<file path="config.mk">
export PLATFORM = sky130hd
export DESIGN_NAME = scc_bus_glue
export DESIGN_NICKNAME = d
export VERILOG_FILES = /design/src/rtl/scc_glue_pkg.sv /design/src/rtl/glue_mode_detect.sv /design/src/rtl/glue_ack_track.sv /design/src/rtl/glue_strobe_gen.sv /design/src/rtl/glue_dma_clip.sv /design/src/rtl/scc_bus_glue.sv
export SDC_FILE = /design/constraint.sdc
export NUM_CORES = 1
export LEC_CHECK = 0
export BUFFER_PORTS_ARGS = -buffer_cell sky130_fd_sc_hd__buf_2
export CAP_MARGIN = 20
export CELL_PAD_IN_SITES_DETAIL_PLACEMENT = 2
export CELL_PAD_IN_SITES_GLOBAL_PLACEMENT = 2
export CORE_ASPECT_RATIO = 0.9
export CORE_MARGIN = 2
export CORE_UTILIZATION = 33
export CTS_CLUSTER_DIAMETER = 60
export CTS_CLUSTER_SIZE = 12
export DETAILED_ROUTE_END_ITERATION = 10
export GPL_ROUTABILITY_DRIVEN = 0
export PLACE_DENSITY_LB_ADDON = 0.1
export SLEW_MARGIN = 20
export SYNTH_ARGS = -nofsm -noshare
export SYNTH_HDL_FRONTEND = slang
export SYNTH_SLANG_ARGS = --single-unit
export TNS_END_PERCENT = 20
</file>
<file path="constraint.sdc">
create_clock -name clk -period 2.95 [get_ports clk]
set_input_delay 0.885 -clock clk [delete_from_list [all_inputs] [get_ports clk]]
set_output_delay 0.885 -clock clk [all_outputs]
set_load 0.02 [all_outputs]
</file>
<file path="src/rtl/scc_glue_pkg.sv">
package scc_glue_pkg;

    typedef enum logic {
        MODE_SEPARATE = 1'b0,
        MODE_MUXED    = 1'b1
    } bus_mode_e;

    typedef enum logic {
        ACK_FIRST  = 1'b0,
        ACK_SECOND = 1'b1
    } ack_phase_e;

    typedef struct packed {
        logic hit;
        logic chan_a;
        logic data;
    } reg_sel_t;

    typedef struct packed {
        logic a_n;
        logic b_n;
    } strobe_pair_t;

    // Only the low three address bits matter; higher bits alias.
    function automatic reg_sel_t decode_reg(input logic cs_n, input logic [2:0] low);
        reg_sel_t s;
        s.hit    = ~cs_n & ~low[0];
        s.chan_a = low[2];
        s.data   = low[1];
        return s;
    endfunction

endpackage

</file>
<file path="src/rtl/glue_mode_detect.sv">
module glue_mode_detect
    import scc_glue_pkg::*;
#(
    parameter int IDLE_LIMIT = 32
) (
    input  logic      clk,
    input  logic      rst,
    input  logic      ale_sense,
    output bus_mode_e mode,
    output logic      ale_rise
);
    localparam int CNT_W = $clog2(IDLE_LIMIT + 1);
    localparam logic [CNT_W-1:0] LAST = CNT_W'(IDLE_LIMIT - 1);

    logic             ale_d;
    logic [CNT_W-1:0] idle_cnt;

    assign ale_rise = ale_sense & ~ale_d;

    always_ff @(posedge clk) begin
        if (rst) begin
            ale_d    <= 1'b0;
            idle_cnt <= '0;
            mode     <= MODE_SEPARATE;
        end else begin
            ale_d <= ale_sense;
            if (ale_rise) begin
                mode     <= MODE_MUXED;
                idle_cnt <= '0;
            end else if (mode == MODE_MUXED) begin
                if (idle_cnt == LAST) begin
                    mode     <= MODE_SEPARATE;
                    idle_cnt <= '0;
                end else begin
                    idle_cnt <= idle_cnt + 1'b1;
                end
            end
        end
    end
endmodule

</file>
<file path="src/rtl/glue_ack_track.sv">
module glue_ack_track
    import scc_glue_pkg::*;
#(
    parameter int ACK_LIMIT = 16
) (
    input  logic       clk,
    input  logic       rst,
    input  logic       inta_n,
    output ack_phase_e phase
);
    localparam int CNT_W = $clog2(ACK_LIMIT + 1);
    localparam logic [CNT_W-1:0] LAST = CNT_W'(ACK_LIMIT - 1);

    logic             inta_d_n;
    logic             cycle_end;
    logic [CNT_W-1:0] wait_cnt;

    assign cycle_end = inta_n & ~inta_d_n;

    always_ff @(posedge clk) begin
        if (rst) begin
            inta_d_n <= 1'b1;
            wait_cnt <= '0;
            phase    <= ACK_FIRST;
        end else begin
            inta_d_n <= inta_n;
            if (cycle_end) begin
                phase    <= (phase == ACK_FIRST) ? ACK_SECOND : ACK_FIRST;
                wait_cnt <= '0;
            end else if (phase == ACK_SECOND && inta_n) begin
                if (wait_cnt == LAST) begin
                    phase    <= ACK_FIRST;
                    wait_cnt <= '0;
                end else begin
                    wait_cnt <= wait_cnt + 1'b1;
                end
            end else begin
                wait_cnt <= '0;
            end
        end
    end
endmodule

</file>
<file path="src/rtl/glue_strobe_gen.sv">
module glue_strobe_gen
    import scc_glue_pkg::*;
#(
    parameter int WR_DELAY = 1
) (
    input  logic         clk,
    input  logic         rst,
    input  bus_mode_e    mode_now,
    input  ack_phase_e   phase,
    input  logic         ale_sense,
    input  logic         hit,
    input  logic         rd_n,
    input  logic         wr_n,
    input  logic         inta_n,
    output strobe_pair_t strb
);
    localparam int DLY_W = $clog2(WR_DELAY + 2);
    localparam logic [DLY_W-1:0] DLY_MAX = DLY_W'(WR_DELAY);

    logic             muxed;
    logic             sep_write;
    logic             ack_data;
    logic             write_ripe;
    logic             b_req;
    logic             a_req;
    logic [DLY_W-1:0] wr_cnt;

    assign muxed      = (mode_now == MODE_MUXED);
    assign sep_write  = ~muxed & hit & ~wr_n;
    assign ack_data   = (phase == ACK_SECOND) & ~inta_n;
    assign write_ripe = sep_write & (wr_cnt >= DLY_MAX);

    always_ff @(posedge clk) begin
        if (rst) begin
            wr_cnt <= '0;
        end else if (sep_write) begin
            wr_cnt <= (wr_cnt == DLY_MAX) ? wr_cnt : wr_cnt + 1'b1;
        end else begin
            wr_cnt <= '0;
        end
    end

    always_comb begin
        b_req = ack_data | (hit & (~rd_n | (muxed & ~wr_n)));
        a_req = (ale_sense & (phase == ACK_FIRST)) | write_ripe;
    end

    always_ff @(posedge clk) begin
        if (rst) begin
            strb <= '{a_n: 1'b0, b_n: 1'b0};
        end else begin
            strb.b_n <= ~b_req;
            strb.a_n <= ~(a_req & ~b_req);
        end
    end
endmodule

</file>
<file path="src/rtl/glue_dma_clip.sv">
module glue_dma_clip (
    input  logic clk,
    input  logic rst,
    input  logic txreq_n,
    input  logic bdata_wr,
    output logic dreq_clip_n
);
    logic clipped;

    always_ff @(posedge clk) begin
        if (rst) begin
            clipped     <= 1'b0;
            dreq_clip_n <= 1'b1;
        end else begin
            if (txreq_n) begin
                clipped <= 1'b0;
            end else if (bdata_wr) begin
                clipped <= 1'b1;
            end
            dreq_clip_n <= txreq_n | clipped | bdata_wr;
        end
    end
endmodule

</file>
<file path="src/rtl/scc_bus_glue.sv">
module scc_bus_glue
    import scc_glue_pkg::*;
#(
    parameter int ADDR_W     = 7,
    parameter int IDLE_LIMIT = 32,
    parameter int ACK_LIMIT  = 16,
    parameter int WR_DELAY   = 1
) (
    input  logic              clk,
    input  logic              rst,
    input  logic              ale_sense,
    input  logic              cs_n,
    input  logic [ADDR_W-1:0] addr,
    input  logic              rd_n,
    input  logic              wr_n,
    input  logic              inta_n,
    input  logic              txreq_n,
    output logic              strb_a_n,
    output logic              strb_b_n,
    output logic              ce_n,
    output logic              ch_a_sel,
    output logic              data_sel,
    output logic              dreq_clip_n
);
    bus_mode_e    mode;
    bus_mode_e    mode_now;
    logic         ale_rise;
    ack_phase_e   phase;
    reg_sel_t     sel;
    strobe_pair_t strb;
    logic         bdata_wr;
    logic         unused_hi;

    assign unused_hi = ^addr[ADDR_W-1:3];
    assign sel       = decode_reg(cs_n, addr[2:0]);
    assign mode_now  = ale_rise ? MODE_MUXED : mode;
    assign bdata_wr  = sel.hit & ~sel.chan_a & sel.data & ~wr_n;

    glue_mode_detect #(.IDLE_LIMIT(IDLE_LIMIT)) u_mode (
        .clk(clk), .rst(rst), .ale_sense(ale_sense),
        .mode(mode), .ale_rise(ale_rise)
    );

    glue_ack_track #(.ACK_LIMIT(ACK_LIMIT)) u_ack (
        .clk(clk), .rst(rst), .inta_n(inta_n), .phase(phase)
    );

    glue_strobe_gen #(.WR_DELAY(WR_DELAY)) u_strb (
        .clk(clk), .rst(rst), .mode_now(mode_now), .phase(phase),
        .ale_sense(ale_sense), .hit(sel.hit), .rd_n(rd_n), .wr_n(wr_n),
        .inta_n(inta_n), .strb(strb)
    );

    glue_dma_clip u_clip (
        .clk(clk), .rst(rst), .txreq_n(txreq_n), .bdata_wr(bdata_wr),
        .dreq_clip_n(dreq_clip_n)
    );

    assign strb_a_n = strb.a_n;
    assign strb_b_n = strb.b_n;

    always_ff @(posedge clk) begin
        if (rst) begin
            ce_n     <= 1'b1;
            ch_a_sel <= 1'b0;
            data_sel <= 1'b0;
        end else begin
            ce_n     <= ~sel.hit;
            ch_a_sel <= sel.chan_a;
            data_sel <= sel.data;
        end
    end
endmodule

</file>
## Word level (Yosys, flattened, before mapping)

Cells that the tools add are included.

| cells by class | value |
|---|---|
| $add $sub $neg | 3 |
| $lt $le $gt $ge | 1 |
| eq/ne operators | 3 |
| muxes and demuxes | 9 |
| bitwise gates (word level) | 34 |
| reductions and logical operators | 8 |

Operators by type and width:

| cell | count |
|---|---|
| NOT 1 bit | 15 |
| AND 1 bit | 14 |
| 2-to-1 mux 1 bit | 8 |
| adder 6 x 1 -> 6 bit, second input constant | 1 |
| equality test 6 x 5 -> 1 bit, second input constant | 1 |
| 2-to-1 mux 6 bit | 1 |
| OR reduction 2 bit | 3 |
| adder 5 x 1 -> 5 bit, second input constant | 1 |
| equality test 5 x 4 -> 1 bit, second input constant | 1 |
| bitwise OR 1 bit | 5 |
| nonzero test 2 bit | 2 |
| OR reduction 4 bit | 1 |
| adder 2 x 1 -> 2 bit, second input constant | 1 |
| equality test 2 x 1 -> 1 bit, second input constant | 1 |
| >= comparator 2 x 1 -> 1 bit, second input constant | 1 |
| AND reduction 2 bit | 1 |
| logical AND 1 bit | 1 |

| storage, ports and cells | value |
|---|---|
| register bits | 24 |
| input bits | 15 |
| output and inout bits | 6 |
| logic and storage cells | 72 |

## Longest topological paths before layout

| depth | value |
|---|---|
| depth after elaboration | 10 |
| depth in mapped cells | 6 |
| depth with buffers taken out | 6 |

## Cells and area by module

A second synthesis with hierarchy kept.

| unflattened totals | value |
|---|---|
| cells, all modules | 103 |
| area, all modules | 982.2 um2 |

Modules (own cells, without submodules):

| module | times used | cells an instance | area each (um2) | seq. area each (um2) |
|---|---|---|---|---|
| glue_mode_detect | 1 | 38 | 350.3 | 160.2 |
| glue_ack_track | 1 | 27 | 265.3 | 140.1 |
| glue_strobe_gen | 1 | 22 | 203.9 | 80.1 |
| scc_bus_glue | 1 | 10 | 98.8 | 60.1 |
| glue_dma_clip | 1 | 6 | 63.8 | 40.0 |

## Least setup slack after synthesis

No wires, ideal clock.

| timing path | value |
|---|---|
| path type | input to register |
| start | in wr_n |
| end | reg u_strb.strb[1] (netlist name) |
| setup time | 0.120 ns |
| arrival time | 1.549 ns |
| required time | 2.830 ns |
| slack | 1.282 ns |
| stages | 3 |
| buffers on the path | 0 |
| cell sequence | nor3_1 > a32oi_1 > o31a_1 |

| on the way | value |
|---|---|
| cells in the longest elaborated chain, start to end | 8 |
| elaborated cells on any way between the ends | 11 |
| classes of those cells | bitwise: 11 |

Ends and longest elaborated chain:

| element | RTL line | source |
|---|---|---|
| start: declaration | scc_bus_glue.sv:15 | `input logic wr_n,` |
| NOT 1 bit * | glue_strobe_gen.sv:29, glue_strobe_gen.sv:44 |  |
| AND 1 bit | glue_strobe_gen.sv:44 | `b_req = ack_data \| (hit & (~rd_n \| (muxed & ~wr_n)));` |
| bitwise OR 1 bit | glue_strobe_gen.sv:44 |  |
| AND 1 bit | glue_strobe_gen.sv:44 |  |
| bitwise OR 1 bit | glue_strobe_gen.sv:44 |  |
| NOT 1 bit | glue_strobe_gen.sv:53 | `strb.a_n <= ~(a_req & ~b_req);` |
| AND 1 bit * | glue_strobe_gen.sv:53 |  |
| NOT 1 bit * | glue_strobe_gen.sv:53 |  |

Every way passes the cells marked *; elsewhere a longest branch is shown, timed or not.
A chain may end at the register's enable or synchronous reset.

## Final worst setup path

| timing path | value |
|---|---|
| start | reg u_ack.wait_cnt[0] |
| end | reg u_ack.wait_cnt[3] |

| on the way | value |
|---|---|
| cells in the longest elaborated chain, start to end | 2 |
| elaborated cells on any way between the ends | 3 |
| classes of those cells | add/sub: 1; eq/ne: 1; reduce/logical: 1 |

Ends and longest elaborated chain:

| element | RTL line | source |
|---|---|---|
| start: declaration | glue_ack_track.sv:16 | `logic [CNT_W-1:0] wait_cnt;` |
| start signal: assignment | glue_ack_track.sv:35 | `wait_cnt <= wait_cnt + 1'b1;` |
| branches (longest 2 deep; another with adder 5 x 1 -> 5 bit) | n/a |  |

Several ways; the timed one is not identified.

==> key figures <==
Timing
  • Transition time at the pin with the least slew margin: about 0.47 ns
  • Setup-violating endpoint count in the final report: 0
  • Min Tclk post-route: 1.73 ns
  • Post-route clock skew: roughly 0.0074 ns
  • Worst relative slew slack: between 60% and 70%
  • Number of slew-limit violations in the final report: 0
  • Fmax: around 580 MHz
  • Final hold viol count: 0
  • Fraction of the cycle the final worst path needs: about three fifths
  • Total negative slack: 0 ns
  • Unrepaired setup endpoints after global routing: no

Logic synthesis
  • Share of synthesized registers carrying an async set or reset: 0%
  • Distinct cell type count of the synthesized netlist: 32
  • Number of enable flip-flop cells after synthesis: 0
  • Cell area after synthesis: approximately 940 um2
  • Nets in the synthesized netlist: between 100 and 150
  • Most used flip-flop cell after synthesis: sky130_fd_sc_hd__dfxtp_1
  • Number of synthesized register bits: 24
  • Synth Instances: 97
  • Total of warnings raised by yosys: 0
  • Sequential cell area fraction in the yosys report: between 50% and 60%
  • Synthesized area divided by synthesized cell count: 9.67 um2

Route
  • Starting DRC count in detailed routing: 12
  • Detail-routed via count per cell: 4.64
  • Antenna-violating nets left: 0
  • Final WL: between 1.5 and 2 mm
  • Total number of vias: 715
  • First-pass DRT Iterations: 2
  • Detailed-route DRC error count: 0
  • Routed WL per cell: 12.5 um

Floorplan
  • Full die area: roughly 3300 um2
  • Starting Density: approximately a third
  • # IOs: 21
  • Die span in x: 60.2 um
  • Vertical die dimension: around 55 um
  • Floorplan Core Area: ~2700 um2
  • Num rows: 18

Outcome
  • Status: complete, no violations

Critical path
  • Arrival time reported for the critical path endpoint: roughly 2.0 ns
  • Delay contributed by the slowest stage of the critical path: around 0.5 ns
  • Setup Crit Path Kind: reg2reg
  • Critical path data required time: 3.21 ns
  • Kind of start point of the critical path: flip-flop
  • Worst-path cell with the longest stage delay: sky130_fd_sc_hd__or4_1
  • Cell family contributing the most delay on the critical path: simple AND/OR/NAND/NOR gates
  • Critical path buffers and inverters: 0
  • Most Frequent Cell on Critical Path: sky130_fd_sc_hd__ha_1
  • Crit. Startpoint: u_ack.wait_cnt[0]
  • Largest driver fanout on the critical path: 5
  • Critical-path cell list: ha_1, and3_1, ha_1, nand2b_1, or4_1, nor2_1
  • FF-to-FF Start: u_ack.wait_cnt[0]
  • Crit. End Element: flip-flop

Power and ir drop
  • Relative contribution of sequential cells to total power: between 60% and 70%
  • Fraction of power consumed by combinational cells: around 8.6%
  • Pwr Density: between 400 and 500 nW/um2
  • Worst IR Drop VDD: roughly 240 uV
  • Sw frac: between 20% and 30%
  • Cell-internal power: 400 uW
  • Leak: ~0.00044 uW
  • Switching power total: around 130 uW
  • Clock share of power: between 20% and 30%

Min path
  • HP Class: reg2reg
  • Hold Startpoint: u_clip.clipped

GRT
  • Wire length of the first global-routing pass: around 3.3 mm
  • Remaining global-route overflow: 0
  • Number of global-route vias before repair: 743
  • Tot GR Track Use: ~14%
  • Initial antenna violation count: 0
  • Pin count of the biggest net entering global routing: 14

Placement
  • Count of buffers from port buffering: 16
  • Final HPWL from detailed placement: roughly 1.5 mm

Finish
  • Area growth from synthesis to layout: 15.1%
  • Fill count: 306
  • Area of the multi-input gates: roughly 410 um2
  • NumNets Final: roughly 140
  • Number of antenna cells inserted: 0
  • Proportion of layout cells with a drive suffix above 1: between 10% and 20%
  • Area taken by flip-flops and latches: 480 um2
  • Post-layout utilization of the core: 39.6%

Clock network
  • Number of buffers created by CTS: 3
  • Clock transition at the register clock pins on the worst setup and hold paths after CTS: roughly 0.12 ns
  • Depth of the CTS H-tree: 1
  • Maximum clock insertion buffer count: 2
  • Worst skew pair latency: approximately 0.32 ns
  • TritonCTS clock tree: yes
  • Post-CTS Setup Bufs: 0
  • Cell at the root of the clock tree: sky130_fd_sc_hd__clkbuf_4
  • Resized Gates After CTS: 0
  • Number of sinks handled by clock tree synthesis: 24
  • Number of hold-repair buffers added at the cts stage: 0

Flow run
  • Max-cap violations: 0
## power groups by stage
| stage | logic (uW) | registers, uW | clock network (uW) |
|---|---|---|---|
| 4_1_cts | 46.5 | 341 | 157 |
| 5_1_grt | 51.3 | 342 | 173 |
| 3_3_place_gp | 45.0 | 347 | 0 |
| 2_1_floorplan | 23.1 | 352 | 0 |
| 3_5_place_dp | 46.2 | 348 | 0 |
| 6_report | 45.3 | 340 | 143 |
## worst paths after layout
path	endpoint	slack, ns	depth (start not counted)
worst max-delay path	u_ack.wait_cnt[3]	1.22	6
worst min-delay path	u_clip.dreq_clip_n	0.44	2
worst max register to register	u_ack.wait_cnt[3]	1.22	6
worst min register to register	u_clip.dreq_clip_n	0.44	2
## routing by layer
layer	share of wire, %	track usage (%)
met2	48	24.3
met3	3.7	4.26
met1	47	17.0
met5	0	0
met4	1.1	4.44
## layout make-up
type / count / area share, %
inverter: 9 / 3.13
clock buffer: 3 / 2.09
sequential: 24 / 44.5
timing repair buffer: 16 / 7.42
multi-input combinational: 62 / 38.2
tap: 40 / 4.63
## placed cells by master (no fill, tap or decap), types with 2 or more instances in the layout
cell	netlist	layout
sky130_fd_sc_hd__nor2_1	11	11
sky130_fd_sc_hd__nand4_1	3	3
sky130_fd_sc_hd__nor2b_1	2	2
sky130_fd_sc_hd__nand3_1	2	2
sky130_fd_sc_hd__nand2b_1	2	2
sky130_fd_sc_hd__clkbuf_4	0	3
sky130_fd_sc_hd__nor3_1	6	6
sky130_fd_sc_hd__inv_1	7	7
sky130_fd_sc_hd__xor2_1	5	5
sky130_fd_sc_hd__mux2i_1	2	2
sky130_fd_sc_hd__inv_2	2	2
sky130_fd_sc_hd__dfxtp_1	24	24
sky130_fd_sc_hd__o21ai_0	2	2
sky130_fd_sc_hd__buf_2	0	16
sky130_fd_sc_hd__a21oi_1	2	2
sky130_fd_sc_hd__nand2_1	5	5
sky130_fd_sc_hd__ha_1	5	5
## Yosys cell counts (2+ instances only)
master                     count  area, um2
sky130_fd_sc_hd__nor2_1       11       41.3
sky130_fd_sc_hd__o21ai_0       2       10.0
sky130_fd_sc_hd__dfxtp_1      24        480
sky130_fd_sc_hd__nor2b_1       2       12.5
sky130_fd_sc_hd__xor2_1        5       43.8
sky130_fd_sc_hd__nand4_1       3       18.8
sky130_fd_sc_hd__mux2i_1       2       20.0
sky130_fd_sc_hd__nand2b_1      2       12.5
sky130_fd_sc_hd__inv_2         2       7.51
sky130_fd_sc_hd__nand3_1       2       10.0
sky130_fd_sc_hd__inv_1         7       26.3
sky130_fd_sc_hd__a21oi_1       2       10.0
sky130_fd_sc_hd__ha_1          5       62.6
sky130_fd_sc_hd__nor3_1        6       30.0
sky130_fd_sc_hd__nand2_1       5       18.8
## worst min-delay path, cell delays in order (launching register included)
cell and delay, ns:
sky130_fd_sc_hd__dfxtp_1 0.33, sky130_fd_sc_hd__a31oi_1 0.05, sky130_fd_sc_hd__nand2_1 0.05
## metrics by stage
step	std cells	setup WS, ns	hold WS, ns	instance area, um2	power [uW]
5_1_grt	154	1.07	0.493	1080	566
3_3_place_gp	151	0.969	0.408	1060	392
6_report	154	1.22	0.444	1080	528
4_1_cts	154	1.19	0.455	1080	544
3_5_place_dp	151	0.954	0.426	1060	394
2_1_floorplan	97	1.28	0.396	938	375
## cells by family after synthesis
| family | count (synthesis) | share of synthesized area [%] |
|---|---|---|
| simple gates | 37 | 20.7 |
| flops | 24 | 51.2 |
| compound gates | 12 | 8.94 |
| buf+inv | 11 | 4.80 |
| xor+xnor | 6 | 5.60 |
| fa+ha+maj | 5 | 6.67 |
| mux | 2 | 2.13 |
## state kept, by name, indices dropped and copies added, names as in the netlist
register and cells:
ce_n 1, ch_a_sel 1, data_sel 1, u_ack.inta_d_n 1
u_ack.phase 1, u_ack.wait_cnt 5, u_clip.clipped 1, u_clip.dreq_clip_n 1
u_mode.ale_d 1, u_mode.idle_cnt 6, u_mode.mode 1, u_strb.strb 2
u_strb.wr_cnt 2
(Power assumes the default switching activity.)
